$ cat src/rtl/hif_pkg.sv
package hif_pkg;

  localparam int HIF_DATA_W = 10;
  localparam int HIF_ADDR_W = 2;
  localparam int HIF_NUM_REGS = 2;

  typedef enum logic {
    HIF_UNINIT = 1'b0,
    HIF_READY  = 1'b1
  } hifCfg_t;

  typedef struct packed {
    logic selLoN;
    logic selHi;
    logic rwPin;
    logic rdPinN;
  } hifPins_t;

  typedef struct packed {
    logic wrActive;
    logic wrCommit;
    logic rdDrive;
    logic rdZero;
    logic popPulse;
  } hifStrobe_t;

endpackage

$ cat src/rtl/hif_ctrl.sv
module hif_ctrl
  import hif_pkg::*;
(
  input  logic       clk,
  input  logic       rstN,
  input  logic       selLoN,
  input  logic       selHi,
  input  logic       rwPin,
  input  logic       rdPinN,
  input  logic       sepMode,
  output hifStrobe_t strb
);

  localparam hifPins_t PINS_IDLE = '{selLoN: 1'b1, selHi: 1'b0, rwPin: 1'b1, rdPinN: 1'b1};

  hifPins_t pinQ;
  hifCfg_t  cfgQ;
  logic     wrWinQ;
  logic     rdWinQ;
  logic     rdZeroQ;

  logic selNow;
  logic wrWin;
  logic rdWin;
  logic rdStart;
  logic wrCommit;
  logic cfgNow;
  logic popPulse;

  // pin sampling stage
  always_ff @(posedge clk or negedge rstN) begin
    if (!rstN) begin
      pinQ <= PINS_IDLE;
    end else begin
      pinQ <= '{selLoN: selLoN, selHi: selHi, rwPin: rwPin, rdPinN: rdPinN};
    end
  end

  // access windows from sampled levels
  always_comb begin
    selNow = !pinQ.selLoN && pinQ.selHi;
    wrWin  = selNow && !pinQ.rwPin;
    if (cfgQ == HIF_UNINIT || !sepMode) begin
      rdWin = selNow && pinQ.rwPin;
    end else begin
      rdWin = selNow && pinQ.rwPin && !pinQ.rdPinN;
    end
  end

  assign wrCommit = wrWinQ && !wrWin;
  assign cfgNow   = (cfgQ == HIF_READY) || wrCommit;
  assign rdStart  = rdWin && !rdWinQ;
  assign popPulse = rdWinQ && !rdWin && !rdZeroQ;

  always_ff @(posedge clk or negedge rstN) begin
    if (!rstN) begin
      cfgQ    <= HIF_UNINIT;
      wrWinQ  <= 1'b0;
      rdWinQ  <= 1'b0;
      rdZeroQ <= 1'b0;
    end else begin
      wrWinQ <= wrWin;
      rdWinQ <= rdWin;
      if (cfgNow) begin
        cfgQ <= HIF_READY;
      end
      if (rdStart) begin
        rdZeroQ <= !cfgNow;
      end
    end
  end

  always_comb begin
    strb.wrActive = wrWin;
    strb.wrCommit = wrCommit;
    strb.rdDrive  = rdWin;
    strb.rdZero   = rdStart ? !cfgNow : rdZeroQ;
    strb.popPulse = popPulse;
  end

  AST_POP_SINGLE: assert property (@(posedge clk) disable iff (!rstN)
    popPulse |=> !popPulse);

  AST_NO_POP_UNINIT: assert property (@(posedge clk) disable iff (!rstN)
    (cfgQ == HIF_UNINIT) |-> !popPulse);

endmodule

$ cat src/rtl/hif_dpath.sv
module hif_dpath
  import hif_pkg::*;
#(
  parameter int DATA_W   = HIF_DATA_W,
  parameter int ADDR_W   = HIF_ADDR_W,
  parameter int NUM_REGS = HIF_NUM_REGS,
  parameter int MODE_REG = 1,
  parameter int MODE_BIT = 0
) (
  input  logic                           clk,
  input  logic                           rstN,
  input  hifStrobe_t                     strb,
  input  logic [DATA_W-1:0]              busIn,
  input  logic [ADDR_W-1:0]              regSel,
  input  logic [DATA_W-1:0]              fifoHead,
  output logic [DATA_W-1:0]              busOut,
  output logic                           busOe,
  output logic                           fifoPop,
  output logic                           sepMode,
  output logic [NUM_REGS-1:0][DATA_W-1:0] ctrlRegs
);

  logic [DATA_W-1:0] busInQ;
  logic [ADDR_W-1:0] regSelQ;
  logic [DATA_W-1:0] holdData;
  logic [ADDR_W-1:0] holdAddr;

  // same sampling stage as the strobe pins
  always_ff @(posedge clk or negedge rstN) begin
    if (!rstN) begin
      busInQ  <= '0;
      regSelQ <= '0;
    end else begin
      busInQ  <= busIn;
      regSelQ <= regSel;
    end
  end

  // last word and address seen inside the write window
  always_ff @(posedge clk or negedge rstN) begin
    if (!rstN) begin
      holdData <= '0;
      holdAddr <= '0;
    end else if (strb.wrActive) begin
      holdData <= busInQ;
      holdAddr <= regSelQ;
    end
  end

  for (genvar gi = 0; gi < NUM_REGS; gi++) begin : gRegs
    always_ff @(posedge clk or negedge rstN) begin
      if (!rstN) begin
        ctrlRegs[gi] <= '0;
      end else if (strb.wrCommit && holdAddr == ADDR_W'(gi)) begin
        ctrlRegs[gi] <= holdData;
      end
    end
  end

  assign sepMode = ctrlRegs[MODE_REG][MODE_BIT];
  assign busOe   = strb.rdDrive;
  assign busOut  = (strb.rdDrive && !strb.rdZero) ? fifoHead : '0;
  assign fifoPop = strb.popPulse;

  AST_REG_HOLD: assert property (@(posedge clk) disable iff (!rstN)
    !strb.wrCommit |=> $stable(ctrlRegs));

  AST_NO_DRIVE_IN_WRITE: assert property (@(posedge clk) disable iff (!rstN)
    strb.wrActive |-> !busOe);

endmodule

$ cat src/rtl/hif_host_port.sv
module hif_host_port
  import hif_pkg::*;
(
  input  logic                  clk,
  input  logic                  rstN,
  input  logic                  selLoN,
  input  logic                  selHi,
  input  logic [HIF_ADDR_W-1:0] regSel,
  input  logic                  rwPin,
  input  logic                  rdPinN,
  input  logic [HIF_DATA_W-1:0] busIn,
  output logic [HIF_DATA_W-1:0] busOut,
  output logic                  busOe,
  input  logic [HIF_DATA_W-1:0] fifoHead,
  output logic                  fifoPop,
  output logic [HIF_DATA_W-1:0] ctrlReg0,
  output logic [HIF_DATA_W-1:0] ctrlReg1
);

  localparam int NUM_REGS = HIF_NUM_REGS;
  localparam int MODE_REG = NUM_REGS - 1;

  hifStrobe_t strb;
  logic       sepMode;
  logic [NUM_REGS-1:0][HIF_DATA_W-1:0] ctrlRegs;

  hif_ctrl uCtrl (
    .clk     (clk),
    .rstN    (rstN),
    .selLoN  (selLoN),
    .selHi   (selHi),
    .rwPin   (rwPin),
    .rdPinN  (rdPinN),
    .sepMode (sepMode),
    .strb    (strb)
  );

  hif_dpath #(
    .DATA_W   (HIF_DATA_W),
    .ADDR_W   (HIF_ADDR_W),
    .NUM_REGS (NUM_REGS),
    .MODE_REG (MODE_REG),
    .MODE_BIT (0)
  ) uDpath (
    .clk      (clk),
    .rstN     (rstN),
    .strb     (strb),
    .busIn    (busIn),
    .regSel   (regSel),
    .fifoHead (fifoHead),
    .busOut   (busOut),
    .busOe    (busOe),
    .fifoPop  (fifoPop),
    .sepMode  (sepMode),
    .ctrlRegs (ctrlRegs)
  );

  assign ctrlReg0 = ctrlRegs[0];
  assign ctrlReg1 = ctrlRegs[1];

  AST_DESELECT_NO_DRIVE: assert property (@(posedge clk) disable iff (!rstN)
    !($past(!selLoN && selHi)) |-> !busOe);

  AST_POP_BUS_RELEASED: assert property (@(posedge clk) disable iff (!rstN)
    fifoPop |-> !busOe);

endmodule

$ cat config.mk
export PLATFORM = sky130hd
export DESIGN_NAME = hif_host_port
export DESIGN_NICKNAME = d
export VERILOG_FILES = /design/src/rtl/hif_pkg.sv /design/src/rtl/hif_ctrl.sv /design/src/rtl/hif_dpath.sv /design/src/rtl/hif_host_port.sv
export SDC_FILE = /design/constraint.sdc
export NUM_CORES = 1
export LEC_CHECK = 0
export BUFFER_PORTS_ARGS = -buffer_cell sky130_fd_sc_hd__buf_2
export CAP_MARGIN = 0
export CORE_ASPECT_RATIO = 0.8
export CORE_MARGIN = 8
export CORE_UTILIZATION = 45
export DETAILED_ROUTE_END_ITERATION = 7
export PLACE_DENSITY_LB_ADDON = 0.1
export SYNTH_ARGS = -nofsm -noshare
export SYNTH_HDL_FRONTEND = slang
export SYNTH_SLANG_ARGS = --single-unit
export TNS_END_PERCENT = 5
$ cat constraint.sdc
create_clock -name clk -period 1.6 [get_ports clk]
set_clock_uncertainty 0.05 [all_clocks]
set_input_delay 0.32 -clock clk [delete_from_list [all_inputs] [get_ports clk]]
set_output_delay 0.32 -clock clk [all_outputs]
set_load 0.01 [all_outputs]
==> results.md, run 1 <==
- Worst slew pin tran: 327 ps
- P per Cell Area: 1350 nW/um^2
- Initial antenna violation count: 0
- Die Y: 74.3 microns
- Combinational share of power: 28.1%
- Sw Share: 27.4%
- Sequential share of power: 52.4%
- Startpoint Class: register
- #FFs+latches synth: 52
- Critical setup path kind: register to output pin
- Sequential Area: 1310 sq um
- Dpl hpwl: 2840 microns
- Critical Path Sink Type: output pin
- Total number of vias: 1,186
- Die X: 88.9 microns
- Clock Pin Slew Worst Setup and Hold Paths: 90 ps
- Ys Warns: 0
- Multi-input gate area: 659 sq um
- Most frequent cells in the layout: 49 x buf_2, 49 x dfrtp_1, 17 x mux2_4
- Fin crit period: 1980 ps
- Clock root cell: clkbuf_8
- Routed vias/inst: 4.76
- Largest net degree at the start of global routing: 53
- WL final: 4170 microns
- DR pass1 iterations: 2
- Worst-case clock buffer depth: 2
- # setup viols final: 32
- RSZ-0062 raised after global routing: yes
- Failing checks: negative setup slack
- P_sw: 0.962 mW
- Antenna Nets Post-Route: 0
- Core area: 4130 sq um
- Syn_nets: 143
- Achievable clock frequency: 504 MHz
- DIE AREA: 6600 sq um
- Worst Path Required: 1230 ps
- H-tree Lvls: 2
- Fin nets: 219
- Worst slack, placed: -133 ps
- Max-slew violation count: 0
- Area growth syn-to-layout: 36.5%
- Internal Power: 2.55 mW
- Placer Congestion: 0.844
- Slew headroom: 77.9%
- Port bufs: 59
- Mean Syn Cell Area: 16.6 sq um
- Max VDD drop: 0.787 mV
- Leak: 1.30 nW
- GRT overflow: 0
- Status: complete, but fails checks
- I/O pin cnt: 60
- FILL cells: 331
- Layout Utilization: 63.3%
- Layout cells sized above 1: 67.2%
- CTS Sinks: 52
- Num rows: 21
- Worst skew pair latency: 290 ps
- Setup ws final: -383 ps
- Number of global-route vias before repair: 1,358
- Final period utilization: 124%
- Final hold vios: 0
- Max-cap violations: 0
- Overall Global Routing Usage: 13.8%
- Register area share after synthesis: 68.3%
- Residual DRC: 0
- First DRT Iteration DRCs: 50
- Synth cell types: 24
- First-pass GRT wire length: 6870 microns
- WL per Instance: 16.8 microns
- # diodes: 0
- Worst min path class: primary input to register
- Clock share of power: 19.5%
- Num CTS Buffers: 5
- TritonCTS clock tree: done
- Area of the mapped netlist: 1910 sq um
- Total power: 3.51 mW
- Initial core utilization: 46.3%
- Cells after Synth: 115
- Endpoint arrival time on the critical path: 1610 ps
- Worst Path Max Fanout: 5
-- state kept, by name, summed over array words and instances, names as in the netlist --
register and cells:
uDpath.ctrlRegs 20, uDpath.busInQ 10, uCtrl.pinQ 4, uCtrl.cfgQ 1, uCtrl.wrWinQ 1, uDpath.holdData 10
uCtrl.rdZeroQ 1, uDpath.regSelQ 2, uCtrl.rdWinQ 1, uDpath.holdAddr 2
-- kinds of logic after synthesis --
kind of cell	count (synthesis)	synth area share, %
AOI/OAI and AO/OA	2	0.851
muxes	32	20.8
buffers and inverters	6	1.90
and+or+nand+nor	23	8.18
DFF	52	68.3
-- Yosys cell counts --
cell type	instances	area, sq um
nor3b_2	1	12.5
nor2b_1	1	6.26
nor4bb_1	1	10.0
mux2_2	22	248
or3_2	1	7.51
and4b_1	1	10.0
o21bai_1	1	7.51
clkbuf_1	1	3.75
mux2_4	10	150
nor4b_1	1	8.76
buf_2	2	10.0
dfrtp_1	49	1230
nor2_1	1	3.75
nor3b_1	1	7.51
nand3_1	1	5.00
a22o_1	1	8.76
buf_6	1	11.3
and2_1	10	62.6
or4_1	1	7.51
nand3b_1	1	7.51
buf_4	1	7.51
nand2_1	2	7.51
inv_1	1	3.75
dfstp_2	3	78.8
-- power by group through the flow --
stage,combinational (mW),sequential [mW],clock [mW]
global route,1.07,1.89,0.770
global placement,0.912,1.83,0
floorplan,0.419,1.94,0
detailed placement,0.929,1.86,0
CTS,1.01,1.84,0.713
finish,0.987,1.84,0.685
-- layout make-up --
cell class	count	share of cell area [%]
tap	57	2.73
multi-input combinational	58	25.3
clock inverter	1	0.192
timing repair buffer	73	18.7
sequential	52	50.0
inverter	1	0.144
clock buffer	7	2.92
-- repair_timing --
item / CTS / global route
gates cloned: 1 / 0
endpoints found under the hold margin: 49 / 0
hold buffers: 1 / 0
setup endpoints to repair: 32 / 33
pin swaps: 2 / 1
buffers inserted: 2 / 0
gates resized for setup: 24 / 3
-- worst max-delay path, stage by stage (launching register included) --
cell and delay [ps]:
dfrtp_1 420, or3_4 340, and4b_2 270, and2_4 140, buf_4 140
-- metal layers --
layer	track usage (%)	part of all wire [%]	up-vias	routed length (microns)
met5	0	0	-	0
met4	3.93	0.41	0	17
met3	5.41	10	2	426
met2	21.5	46	46	1900
met1	17.4	44	586	1830
li1	-	-	552	-
-- through the flow --
step | cells | hold WS [ps] | instance area, sq um | TNS (ps)
2_1_floorplan | 115 | -25.6 | 1950 | -338
3_3_place_gp | 238 | 271 | 2380 | -1850
3_5_place_dp | 238 | 281 | 2380 | -2720
4_1_cts | 249 | 61.5 | 2600 | -6300
5_1_grt | 249 | 52.9 | 2610 | -8620
6_report | 249 | 73.1 | 2610 | -6150
-- final timing paths --
path / from / endpoint / slack (ps) / cells past startpoint
min in group asynchronous: rstN / uDpath.busInQ[5] / 490 / 3
min: selLoN / uCtrl.pinQ[3] / 70 / 1
min reg2reg: uDpath.busInQ[7] / uDpath.holdData[7] / 430 / 1
max reg2reg: uCtrl.pinQ[1] / uDpath.ctrlRegs[8] / -190 / 5
max: uCtrl.wrWinQ / busOut[7] / -380 / 4
max in group asynchronous: rstN / uCtrl.pinQ[0] / 730 / 3
Power figures use the tool's default switching activity.
==> run 2, diff against run 1 <==
--- a/config.mk
+++ b/config.mk
@@ -10,9 +10,11 @@
 export CORE_ASPECT_RATIO = 0.8
 export CORE_MARGIN = 8
 export CORE_UTILIZATION = 45
+export CTS_CLUSTER_DIAMETER = 60
 export DETAILED_ROUTE_END_ITERATION = 7
 export PLACE_DENSITY_LB_ADDON = 0.1
 export SYNTH_ARGS = -nofsm -noshare
 export SYNTH_HDL_FRONTEND = slang
+export SYNTH_HIERARCHICAL = 1
 export SYNTH_SLANG_ARGS = --single-unit
 export TNS_END_PERCENT = 5
==> results.md, run 2 <==
- Worst-path cell chain: nand3b_1 > buf_4 > o41ai_2 > nor2b_2 > buf_6 > and2_1 > buf_2 (was or3_4 > and4b_2 > and2_4 > buf_4)
- Core area: 4200 sq um (was 4130 sq um)
- Layout cells sized above 1: 61.1% (was 67.2%)
- Critical setup path kind: register to output pin (unchanged)
- Die Y: 75.4 microns (was 74.3 microns)
- #FFs+latches synth: 52 (unchanged)
- Startpoint Class: register (unchanged)
- Final instance area: 2580 sq um (was 2610 sq um)
- DIE AREA: 6800 sq um (was 6600 sq um)
- Number of global-route vias before repair: 1,314 (was 1,358)
- Failing checks: negative setup slack (unchanged)
- Placed Area: 2390 sq um (was 2380 sq um)
- I/O pin cnt: 60 (unchanged)
- Worst slew pin tran: 481 ps (was 327 ps)
- Leak: 1.32 nW (was 1.30 nW)
- Antenna Nets Post-Route: 0 (unchanged)
- Overall Global Routing Usage: 12.3% (was 13.8%)
- Dpl hpwl: 2900 microns (was 2840 microns)
- Compound-gate portion of the synthesized area: 1.20% (was 0.851%)
- Placed insts: 235 (was 238)
- First-pass GRT wire length: 6490 microns (was 6870 microns)
- CTS Sinks: 52 (unchanged)
- Initial antenna violation count: 0 (unchanged)
- Register area share after synthesis: 65.8% (was 68.3%)
- Largest net degree at the start of global routing: 33 (was 53)
- Residual DRC: 0 (unchanged)
- Ys Warns: 6 (was 0)
- Largest register by flop count: uDpath/ctrlRegs (was uDpath.ctrlRegs)
- Slew headroom: 67.9% (was 77.9%)
- Layout Utilization: 61.3% (was 63.3%)
- Fin crit period: 2340 ps (was 1980 ps)
- Worst stage delay on the critical path: 540 ps (was 420 ps)
- Achievable clock frequency: 428 MHz (was 504 MHz)
- Most common cell after layout, fill and taps aside: buf_2
- # setup viols final: 27 (was 32)
- EDFF count, synth: 0 (unchanged)
- Initial core utilization: 47.1% (was 46.3%)
- Commonest cells post-synth: 49 x dfrtp_1, 20 x mux2_4, 12 x mux2_1 (was 49 x dfrtp_1, 22 x mux2_2, 10 x and2_1, 10 x mux2_4, 3 x dfstp_2)
- Async set-reset flop share out of synthesis: 100% (unchanged)
- Max VDD drop: 0.703 mV (was 0.787 mV)
- Post-synthesis adder-cell area fraction: 0% (unchanged)
- RSZ-0062 raised after global routing: yes (unchanged)
- Final std cells w/o fill: 247 (was 249)
- Grt met1 use: 14.2% (was 17.4%)
- First DRT Iteration DRCs: 32 (was 50)
- Area growth syn-to-layout: 30.0% (was 36.5%)
- Routed vias/inst: 4.63 (was 4.76)
- Mean Syn Cell Area: 16.9 sq um (was 16.6 sq um)
- Top post-synthesis cells by area: dfrtp_1 62%, mux2_4 15%, mux2_1 6.8%, dfstp_2 4.0%, and2_1 3.2% (was dfrtp_1 64%, mux2_2 13%, mux2_4 7.9%, dfstp_2 4.1%, and2_1 3.3%)
- GR Util met3: 4.63% (was 5.41%)
- Worst skew pair latency: 290 ps (about the same)
- Post-Synth XOR/XNOR Area: 0% (unchanged)
- WL final: 3920 microns (was 4170 microns)
- Worst Path Required: 1230 ps (about the same)
- Cells after Synth: 117 (was 115)
- Largest registers: uDpath/ctrlRegs x20, uDpath/busInQ x10, uDpath/holdData x10 (was uDpath.ctrlRegs x20, uDpath.busInQ x10, uDpath.holdData x10)
- Final period utilization: 146% (was 124%)
- FILL cells: 357 (was 331)
- Clock root cell: clkbuf_8 (unchanged)
- H-tree Lvls: 2 (unchanged)
- Die X: 90.2 microns (was 88.9 microns)
- Area share of and/or/nand/nor cells after synthesis: 6.94% (was 8.18%)
- Placer Congestion: 0.738 (was 0.844)
- Num CTS Buffers: 5 (unchanged)
- Most frequent cell after synthesis: dfrtp_1 (unchanged)
- Top cell type's share of synthesized area: 61.9% (was 64.1%)
- CP top delay family: flip-flops (was simple AND/OR/NAND/NOR gates)
- Mux contribution to synthesized area: 22.0% (was 20.8%)
- Max-slew violation count: 0 (unchanged)
- Synth Flop Type: dfrtp_1 (unchanged)
- Worst Path Buf+Inv: 3 (was 1)
- FF-to-FF setup slack: -110 ps (was -190 ps)
- Fin nets: 217 (was 219)
- Area of the mapped netlist: 1980 sq um (was 1910 sq um)
- Critical Path Sink Type: output pin (unchanged)
- Largest family of logic cells by synthesized area: multiplexers (unchanged)
- Syn_nets: 145 (was 143)
- Post-synth top area cell: dfrtp_1 (unchanged)
- # diodes: 0 (unchanged)
- GR Util met2: 20.6% (was 21.5%)
- Setup ws final: -737 ps (was -383 ps)
- Most frequent cells in the layout: 53 x buf_2, 49 x dfrtp_1, 20 x mux2_4 (was 49 x buf_2, 49 x dfrtp_1, 17 x mux2_4)
- Port bufs: 59 (unchanged)
- Hold WS: 63.5 ps (was 73.1 ps)
- Total number of vias: 1,144 (was 1,186)
- WL per Instance: 15.9 microns (was 16.8 microns)
- Max reg flops: 20 (unchanged)
- Clock Pin Slew Worst Setup and Hold Paths: 80 ps (was 90 ps)
- Synth cell types: 19 (was 24)
- Status: complete, but fails checks (unchanged)
- Total power: 3.58 mW (was 3.51 mW)
- Worst Path Max Fanout: 10 (was 5)
- Max-cap violations: 0 (unchanged)
- Worst-case clock buffer depth: 2 (unchanged)
- Most Crowded Layer GR: met2 (unchanged)
- Slowest stage cell, crit path: dfstp_2 (was dfrtp_1)
- Final hold vios: 0 (unchanged)
- GRT overflow: 0 (unchanged)
- Num rows: 21 (unchanged)
- TritonCTS clock tree: done (unchanged)
- DR pass1 iterations: 3 (was 2)
- Worst min path class: primary input to register (unchanged)
- Endpoint arrival time on the critical path: 1970 ps (was 1610 ps)
- P per Cell Area: 1390 nW/um^2 (was 1350 nW/um^2)
## run 2: cell types whose count changed after synthesis, moves of 2 or more
cell	delta
mux2_2	-22
mux2_1	+12
mux2_4	+10
buf_4	+6
nand2_1	-2
## run 2: through the flow
step           worst slack, ps  setup TNS (ps)
2_1_floorplan             -158           -1750
3_3_place_gp              -294           -3540
3_5_place_dp              -450           -5470
4_1_cts                   -663           -8110
5_1_grt                   -825          -10930
6_report                  -737           -8550
## run 2: cells by family (layout without fill, tap and decap cells)
kind of cell,after synthesis,count (layout)
buf+inv,10,83
compound gates,3,3
flops,52,52
mux,32,32
simple gates,20,20
## run 2: area by class of cell
| class | instances | area (sq um) | area share, % |
|---|---|---|---|
| clock buffers | 6 | 82.6 | 3.21 |
| well taps | 57 | 71.3 | 2.77 |
| clock inverters | 2 | 10.0 | 0.389 |
| repair buffers | 75 | 472 | 18.3 |
| flip-flops and latches | 52 | 1310 | 50.7 |
| multi-input cells | 55 | 636 | 24.7 |
## run 2: where the power goes
group	switching [mW]	internal [mW]	leakage [nW]
registers	0.192	1.64	0.624
clock network	0.398	0.346	0.0510
logic	0.391	0.609	0.647
total	0.982	2.60	1.32
## run 2: final timing paths
check / startpoint / endpoint / depth (start not counted)
setup / recovery: uCtrl/pinQ[1] / busOut[7] / 7
hold / removal: selLoN / uCtrl/pinQ[3] / 1
setup reg to reg: uCtrl/pinQ[1] / uDpath/ctrlRegs[0] / 5
hold reg to reg: uDpath/busInQ[4] / uDpath/holdData[4] / 1
max in group asynchronous: rstN / uDpath/ctrlRegs[18] / 3
min in group asynchronous: rstN / uCtrl/rdWinQ / 2
## run 2: worst reg2reg max path, delay by kind of cell (launching register included)
family	cells	cell delay [ps]
compound gates	1	160
buf+inv	2	310
flops	1	540
mux	1	300
simple gates	1	240
## run 2: what timing repair did
item	in CTS	in global routing
gates cloned	0	0
endpoints found under the setup margin	23	32
setup buffers	1	2
endpoints found under the hold margin	17	0
hold buffers	1	0
resized for setup	11	0
pin swaps	6	1
## run 2: per-layer routing
layer / up-vias / share of wire (%)
met2: 28 / 50
met3: 9 / 5.6
met4: 0 / 1.2
met5: - / 0
li1: 529 / -
met1: 578 / 43
